===== config.mk =====
export PLATFORM = sky130hd
export DESIGN_NAME = trap_irq_arbiter
export DESIGN_NICKNAME = d
export VERILOG_FILES = /design/src/rtl/irq_sel_pkg.sv /design/src/rtl/irq_rst_sync.sv /design/src/rtl/irq_eligibility.sv /design/src/rtl/irq_low_index.sv /design/src/rtl/irq_cause_hold.sv /design/src/rtl/trap_irq_arbiter.sv
export SDC_FILE = /design/constraint.sdc
export NUM_CORES = 1
export LEC_CHECK = 0
export BUFFER_PORTS_ARGS = -buffer_cell sky130_fd_sc_hd__buf_2
export CAP_MARGIN = 20
export CORE_MARGIN = 1
export CORE_UTILIZATION = 50
export CTS_BUF_LIST = sky130_fd_sc_hd__clkbuf_4
export DETAILED_ROUTE_END_ITERATION = 16
export GPL_TIMING_DRIVEN = 0
export PLACE_DENSITY_LB_ADDON = 0.1
export SYNTH_ARGS = -nofsm -noshare
export SYNTH_HDL_FRONTEND = slang
export SYNTH_HIERARCHICAL = 1
export SYNTH_SLANG_ARGS = --single-unit

===== constraint.sdc =====
create_clock -name clk -period 1.3 [get_ports clk]
set_input_delay 0.39 -clock clk [delete_from_list [all_inputs] [get_ports clk]]
set_output_delay 0.39 -clock clk [all_outputs]
set_load 0.01 [all_outputs]

===== src/rtl/irq_sel_pkg.sv =====
package irq_sel_pkg;
  localparam logic [1:0] PRIV_USER  = 2'd0;
  localparam logic [1:0] PRIV_SUPER = 2'd1;
  localparam logic [1:0] PRIV_MACH  = 2'd3;

  function automatic int idx_width(input int xlen);
    return $clog2(xlen);
  endfunction
endpackage


===== src/rtl/irq_rst_sync.sv =====
module irq_rst_sync #(
  parameter int STAGES = 2
) (
  input  logic clk,
  input  logic arst_n,
  output logic srst_n
);
  logic [STAGES-1:0] sync_q;

  always_ff @(posedge clk or negedge arst_n) begin
    if (!arst_n) sync_q <= '0;
    else         sync_q <= {sync_q[STAGES-2:0], 1'b1};
  end

  assign srst_n = sync_q[STAGES-1];
endmodule


===== src/rtl/irq_eligibility.sv =====
module irq_eligibility
  import irq_sel_pkg::*;
#(
  parameter int XLEN = 32
) (
  input  logic [XLEN-1:0] pend_i,
  input  logic [XLEN-1:0] en_i,
  input  logic [XLEN-1:0] deleg_i,
  input  logic [1:0]      priv_i,
  input  logic            m_gie_i,
  input  logic            s_gie_i,
  output logic [XLEN-1:0] elig_o
);
  logic m_level_ok;
  logic s_level_ok;
  logic [XLEN-1:0] cand;

  always_comb begin
    m_level_ok = (priv_i < PRIV_MACH)  || ((priv_i == PRIV_MACH)  && m_gie_i);
    s_level_ok = (priv_i < PRIV_SUPER) || ((priv_i == PRIV_SUPER) && s_gie_i);
    cand       = pend_i & en_i;
  end

  for (genvar b = 0; b < XLEN; b++) begin : g_bit
    assign elig_o[b] = cand[b] & (deleg_i[b] ? s_level_ok : m_level_ok);
  end
endmodule


===== src/rtl/irq_low_index.sv =====
module irq_low_index #(
  parameter int WIDTH = 32,
  localparam int IDXW = $clog2(WIDTH)
) (
  input  logic [WIDTH-1:0] vec_i,
  output logic             any_o,
  output logic [IDXW-1:0]  idx_o
);
  always_comb begin
    idx_o = '0;
    for (int i = WIDTH - 1; i >= 0; i--) begin
      if (vec_i[i]) idx_o = IDXW'(i);
    end
    any_o = |vec_i;
  end
endmodule


===== src/rtl/irq_cause_hold.sv =====
module irq_cause_hold #(
  parameter int XLEN = 32
) (
  input  logic            clk,
  input  logic            rst_n,
  input  logic            load_req_i,
  input  logic [XLEN-1:0] cause_i,
  input  logic            ready_i,
  output logic            take_o,
  output logic            valid_o,
  output logic [XLEN-1:0] cause_o
);
  logic            valid_q, valid_d;
  logic            take_q, take_d;
  logic [XLEN-1:0] cause_q, cause_d;
  logic            slot_free;
  logic            cause_en;

  always_comb begin
    slot_free = !valid_q || ready_i;
    cause_en  = slot_free;
    valid_d   = valid_q;
    take_d    = 1'b0;
    cause_d   = cause_q;
    if (slot_free) begin
      valid_d = load_req_i;
      take_d  = load_req_i;
      cause_d = load_req_i ? cause_i : '0;
    end
  end

  always_ff @(posedge clk or negedge rst_n) begin
    if (!rst_n) begin
      valid_q <= 1'b0;
      take_q  <= 1'b0;
      cause_q <= '0;
    end else begin
      take_q <= take_d;
      if (cause_en) begin
        valid_q <= valid_d;
        cause_q <= cause_d;
      end
    end
  end

  assign take_o  = take_q;
  assign valid_o = valid_q;
  assign cause_o = cause_q;
endmodule


===== src/rtl/trap_irq_arbiter.sv =====
module trap_irq_arbiter
  import irq_sel_pkg::*;
#(
  parameter int XLEN = 32
) (
  input  logic            clk,
  input  logic            rst_n,
  input  logic [XLEN-1:0] irq_pend_i,
  input  logic [XLEN-1:0] irq_en_i,
  input  logic [XLEN-1:0] irq_deleg_i,
  input  logic [1:0]      priv_i,
  input  logic            m_gie_i,
  input  logic            s_gie_i,
  input  logic            cause_ready_i,
  output logic            take_o,
  output logic            cause_valid_o,
  output logic [XLEN-1:0] cause_o
);
  localparam int IDXW = $clog2(XLEN);
  localparam int PADW = XLEN - 1 - IDXW;

  logic            rst_sync_n;
  logic [XLEN-1:0] elig;
  logic            any_elig;
  logic [IDXW-1:0] win_idx;
  logic [XLEN-1:0] cause_next;

  irq_rst_sync #(.STAGES(2)) u_rst (
    .clk    (clk),
    .arst_n (rst_n),
    .srst_n (rst_sync_n)
  );

  irq_eligibility #(.XLEN(XLEN)) u_elig (
    .pend_i  (irq_pend_i),
    .en_i    (irq_en_i),
    .deleg_i (irq_deleg_i),
    .priv_i  (priv_i),
    .m_gie_i (m_gie_i),
    .s_gie_i (s_gie_i),
    .elig_o  (elig)
  );

  irq_low_index #(.WIDTH(XLEN)) u_pick (
    .vec_i (elig),
    .any_o (any_elig),
    .idx_o (win_idx)
  );

  assign cause_next = {1'b1, {PADW{1'b0}}, win_idx};

  irq_cause_hold #(.XLEN(XLEN)) u_hold (
    .clk        (clk),
    .rst_n      (rst_sync_n),
    .load_req_i (any_elig),
    .cause_i    (cause_next),
    .ready_i    (cause_ready_i),
    .take_o     (take_o),
    .valid_o    (cause_valid_o),
    .cause_o    (cause_o)
  );
endmodule


==> key figures <==
Status
  – Status: finished, violations left
  – Failing checks: negative setup slack

Clock network
  – CTS Buf Count: 5
  – Clock Sinks: 36
  – Worst-Skew Late Latency: approximately 0.34 ns
  – Reg clk slew, reported paths: 0.12 ns
  – CTS tree: yes
  – CTS max path bufs: 2
  – CTS H-tree depth: 2
  – Clk root buf: clkbuf_4

Place
  – Final Wtd Congestion: 0.824
  – Port Buffers: ~140
  – Placed inst area: slightly below 0.004 mm²
  – DPL Wire Length: a little over 6 mm
  – DP Cell Count: 560

Global routing
  – First-pass GRT wire length: 13.6 mm
  – Largest net degree at the start of global routing: 23
  – Vias in the first global route: around 3,200
  – Total grt overflow: 0
  – Initial antenna violation count: 0
  – Total track usage: 26.9%

Yosys
  – Avg Synthesized Cell Area: a little over 9 µm²
  – Synth unique cells: 37
  – Synth top area share: 30.3%
  – YS warnings: 6
  – Area contributors post-synth: dfrtp_1 30%, o32ai_2 16%, nand3b_1 16%, nand3_1 5.5%, nand2_1 4.4%
  – Post-Synthesis Cells: roughly 330
  – Synth Register Bits: 36
  – Post-synthesis sequential area ratio: between 30% and 40%
  – Leading area contributor after synthesis: dfrtp_1
  – Synthesized area: between 0.002 and 0.003 mm²

Setup path
  – CP endpoint kind: register
  – CP required: 1.58 ns
  – Arrival time worst endpoint: ~2.5 ns
  – WS Path Type: in2reg
  – Worst-path maximum fanout: 10
  – Crit start category: primary input
  – Worst reg2reg setup slack: around 0.090 ns

Timing
  – Clock skew: between 0.015 and 0.02 ns
  – Max Freq: about 450 MHz
  – Final setup viols: 9
  – Hold Slack: ~0.25 ns
  – Worst Slack Setup Final: -0.898 ns
  – Max-slew headroom: 56.9%
  – Worst-Margin Slew: roughly 0.64 ns
  – RSZ-0062 raised after global routing: true
  – Minimum clock period after layout: about 2.2 ns
  – Tcrit/Tclk final: 169%
  – Slew Limit Fails: 0
  – Hold Vio Cnt, Final: 0

Drt
  – Residual DRC: 0
  – DRT met1 WL: 3.18 mm
  – Wirelength, routed: roughly 8.2 mm
  – First-pass DRT Iterations: 4
  – 1st-iter DRT viols: around 110
  – Detailed-route wire length per cell: around 14 µm
  – Met3 routed WL: 392 µm
  – Antenna viol nets, final: 0
  – Top layer in use: met4
  – WL met2: 4.37 mm
  – Via density per instance: between 5 and 6
  – Vias: roughly 3,300

Final layout
  – Finished Layout Cells: just under 600
  – Area Overhead vs Synth: 44.7%
  – Final Cell Area: 0.00431 mm²
  – Final nets: 626
  – N_diodes: 0
  – Layout cell share with drive strength beyond 1: a little under half
  – Fillers: 430

Hold path
  – HP Class: reg2async

Die
  – Die ar.: 0.00627 mm²
  – Core area: ~0.0056 mm²
  – Initial Util: between 50 and 60%
  – Die Y: between 70 and 80 µm
  – # IOs: around 140
  – Die extent in x: a little under 80 µm
  – # rows: 27

Job
  – Max Cap Violations: 0

Power
  – Peak supply drop: approximately 0.48 mV
  – Cell Pwr Density: ~720 mW/mm²
  – P_leak: 1.98 nW
-- path summary, 6_finish.rpt --
path,startpoint,endpoint,cells past startpoint
min in group clk,u_rst/sync_q[0],u_rst/sync_q[1],0
min reg2reg,u_rst/sync_q[1],u_hold/cause_o[5],0
max,priv_i[0],u_hold/cause_o[0],12
max reg2reg,u_hold/valid_o,u_hold/cause_o[2],5
max in group asynchronous,u_rst/sync_q[1],u_hold/cause_o[18],1
min,u_rst/sync_q[1],u_hold/cause_o[5],0
-- cells in the final DEF (no fill, tap or decap), types with 5 or more instances in the layout --
cell type  synthesis  final
conb_1             3     28
nand3b_1          64     64
buf_6              9     11
nor3_1             5      5
buf_2             10    141
nand2_1           35     32
clkbuf_4           0      6
inv_1              6      6
buf_4              0     26
o21ai_0           24     23
o32ai_2           30     27
o21ai_1           11     10
nor2_1            10     10
a21oi_1            7      7
nand3_1           33     32
nor4_1             7      5
dfrtp_1           36     36
-- sequential cells by signal, indices dropped and copies added (netlist names) --
signal,flops
u_rst/sync_q,2
u_hold/take_o,1
u_hold/valid_o,1
u_hold/cause_o,32
-- final cells by class --
class	count	area [µm²]	share of cell area (%)
clock inverter	2	11.3	0.261
multi-input combinational	284	2050	47.5
timing repair buffer	164	940	21.8
clock buffer	6	45.0	1.05
inverter	6	22.5	0.523
sequential	36	901	20.9
buffer	26	253	5.87
tap	72	90.1	2.09
-- synth_stat cells --
cell type / number
nand3b_1: 64
dfrtp_1: 36
nand2_1: 35
nand3_1: 33
o32ai_2: 30
o21ai_0: 24
o21ai_1: 11
buf_2: 10
nor2_1: 10
buf_6: 9
a21oi_1: 7
nor4_1: 7
inv_1: 6
nor3_1: 5
o31ai_1: 4
buf_8: 3
clkbuf_1: 3
conb_1: 3
nor2b_1: 3
a2111oi_0: 2
nor3_2: 2
nor3b_1: 2
o32ai_1: 2
or4_1: 2
or4_4: 2
a211oi_1: 1
a21boi_2: 1
a21o_1: 1
a221oi_1: 1
and2_1: 1
and3b_1: 1
clkbuf_2: 1
nand4_1: 1
nor2b_4: 1
o2111ai_1: 1
o21a_1: 1
or2_2: 1
-- metrics by stage --
| stage | setup TNS, ns | worst slack, ns | utilization (%) | total power [mW] |
|---|---|---|---|---|
| final | -6.97 | -0.898 | 76.8 | 3.11 |
| after global routing | -7.72 | -0.990 | 76.8 | 3.33 |
| after CTS | -6.43 | -0.822 | 73.4 | 3.02 |
| after detailed placement | -10.16 | -1.30 | 69.6 | 2.37 |
| after global placement | -14.54 | -1.28 | 69.1 | 2.33 |
| after floorplan | -7.50 | -1.09 | - | 1.96 |
-- power breakdown --
part	internal [mW]	switching (mW)
clock network	0.227	0.356
logic	0.616	0.614
registers	1.23	0.0669
total	2.07	1.04
-- metal layers --
layer  track usage [%]  vias up
met3              3.68       21
met4              12.4        0
met5                 0        -
met1              29.4     1532
li1                  -     1615
met2              50.9      137
-- worst max-delay path, cell delays in order --
cell       delay (ns)
buf_2            0.10
nor2b_2          0.15
buf_6            0.13
buf_8            0.15
o32ai_2          0.37
nor2b_1          0.23
nor3_1           0.08
o31ai_1          0.22
o2111ai_1        0.20
a221oi_2         0.26
nand2_1          0.08
o21ai_1          0.11
-- repair_timing --
item,in CTS,in global routing
hold buffers,1,0
gates resized for setup,11,13
pin swaps,8,8
setup buffers,13,13
hold endpoints to repair,2,0
gates cloned,0,1
setup endpoints to repair,9,28
-- cell families after synthesis --
logic type / count (synthesis) / share of synthesized area [%]
other: 3 / 0.378
AOI/OAI and AO/OA: 86 / 27.4
buffers and inverters: 32 / 7.90
and+or+nand+nor: 170 / 34.1
DFF: 36 / 30.3
(Power assumes the default switching activity.)
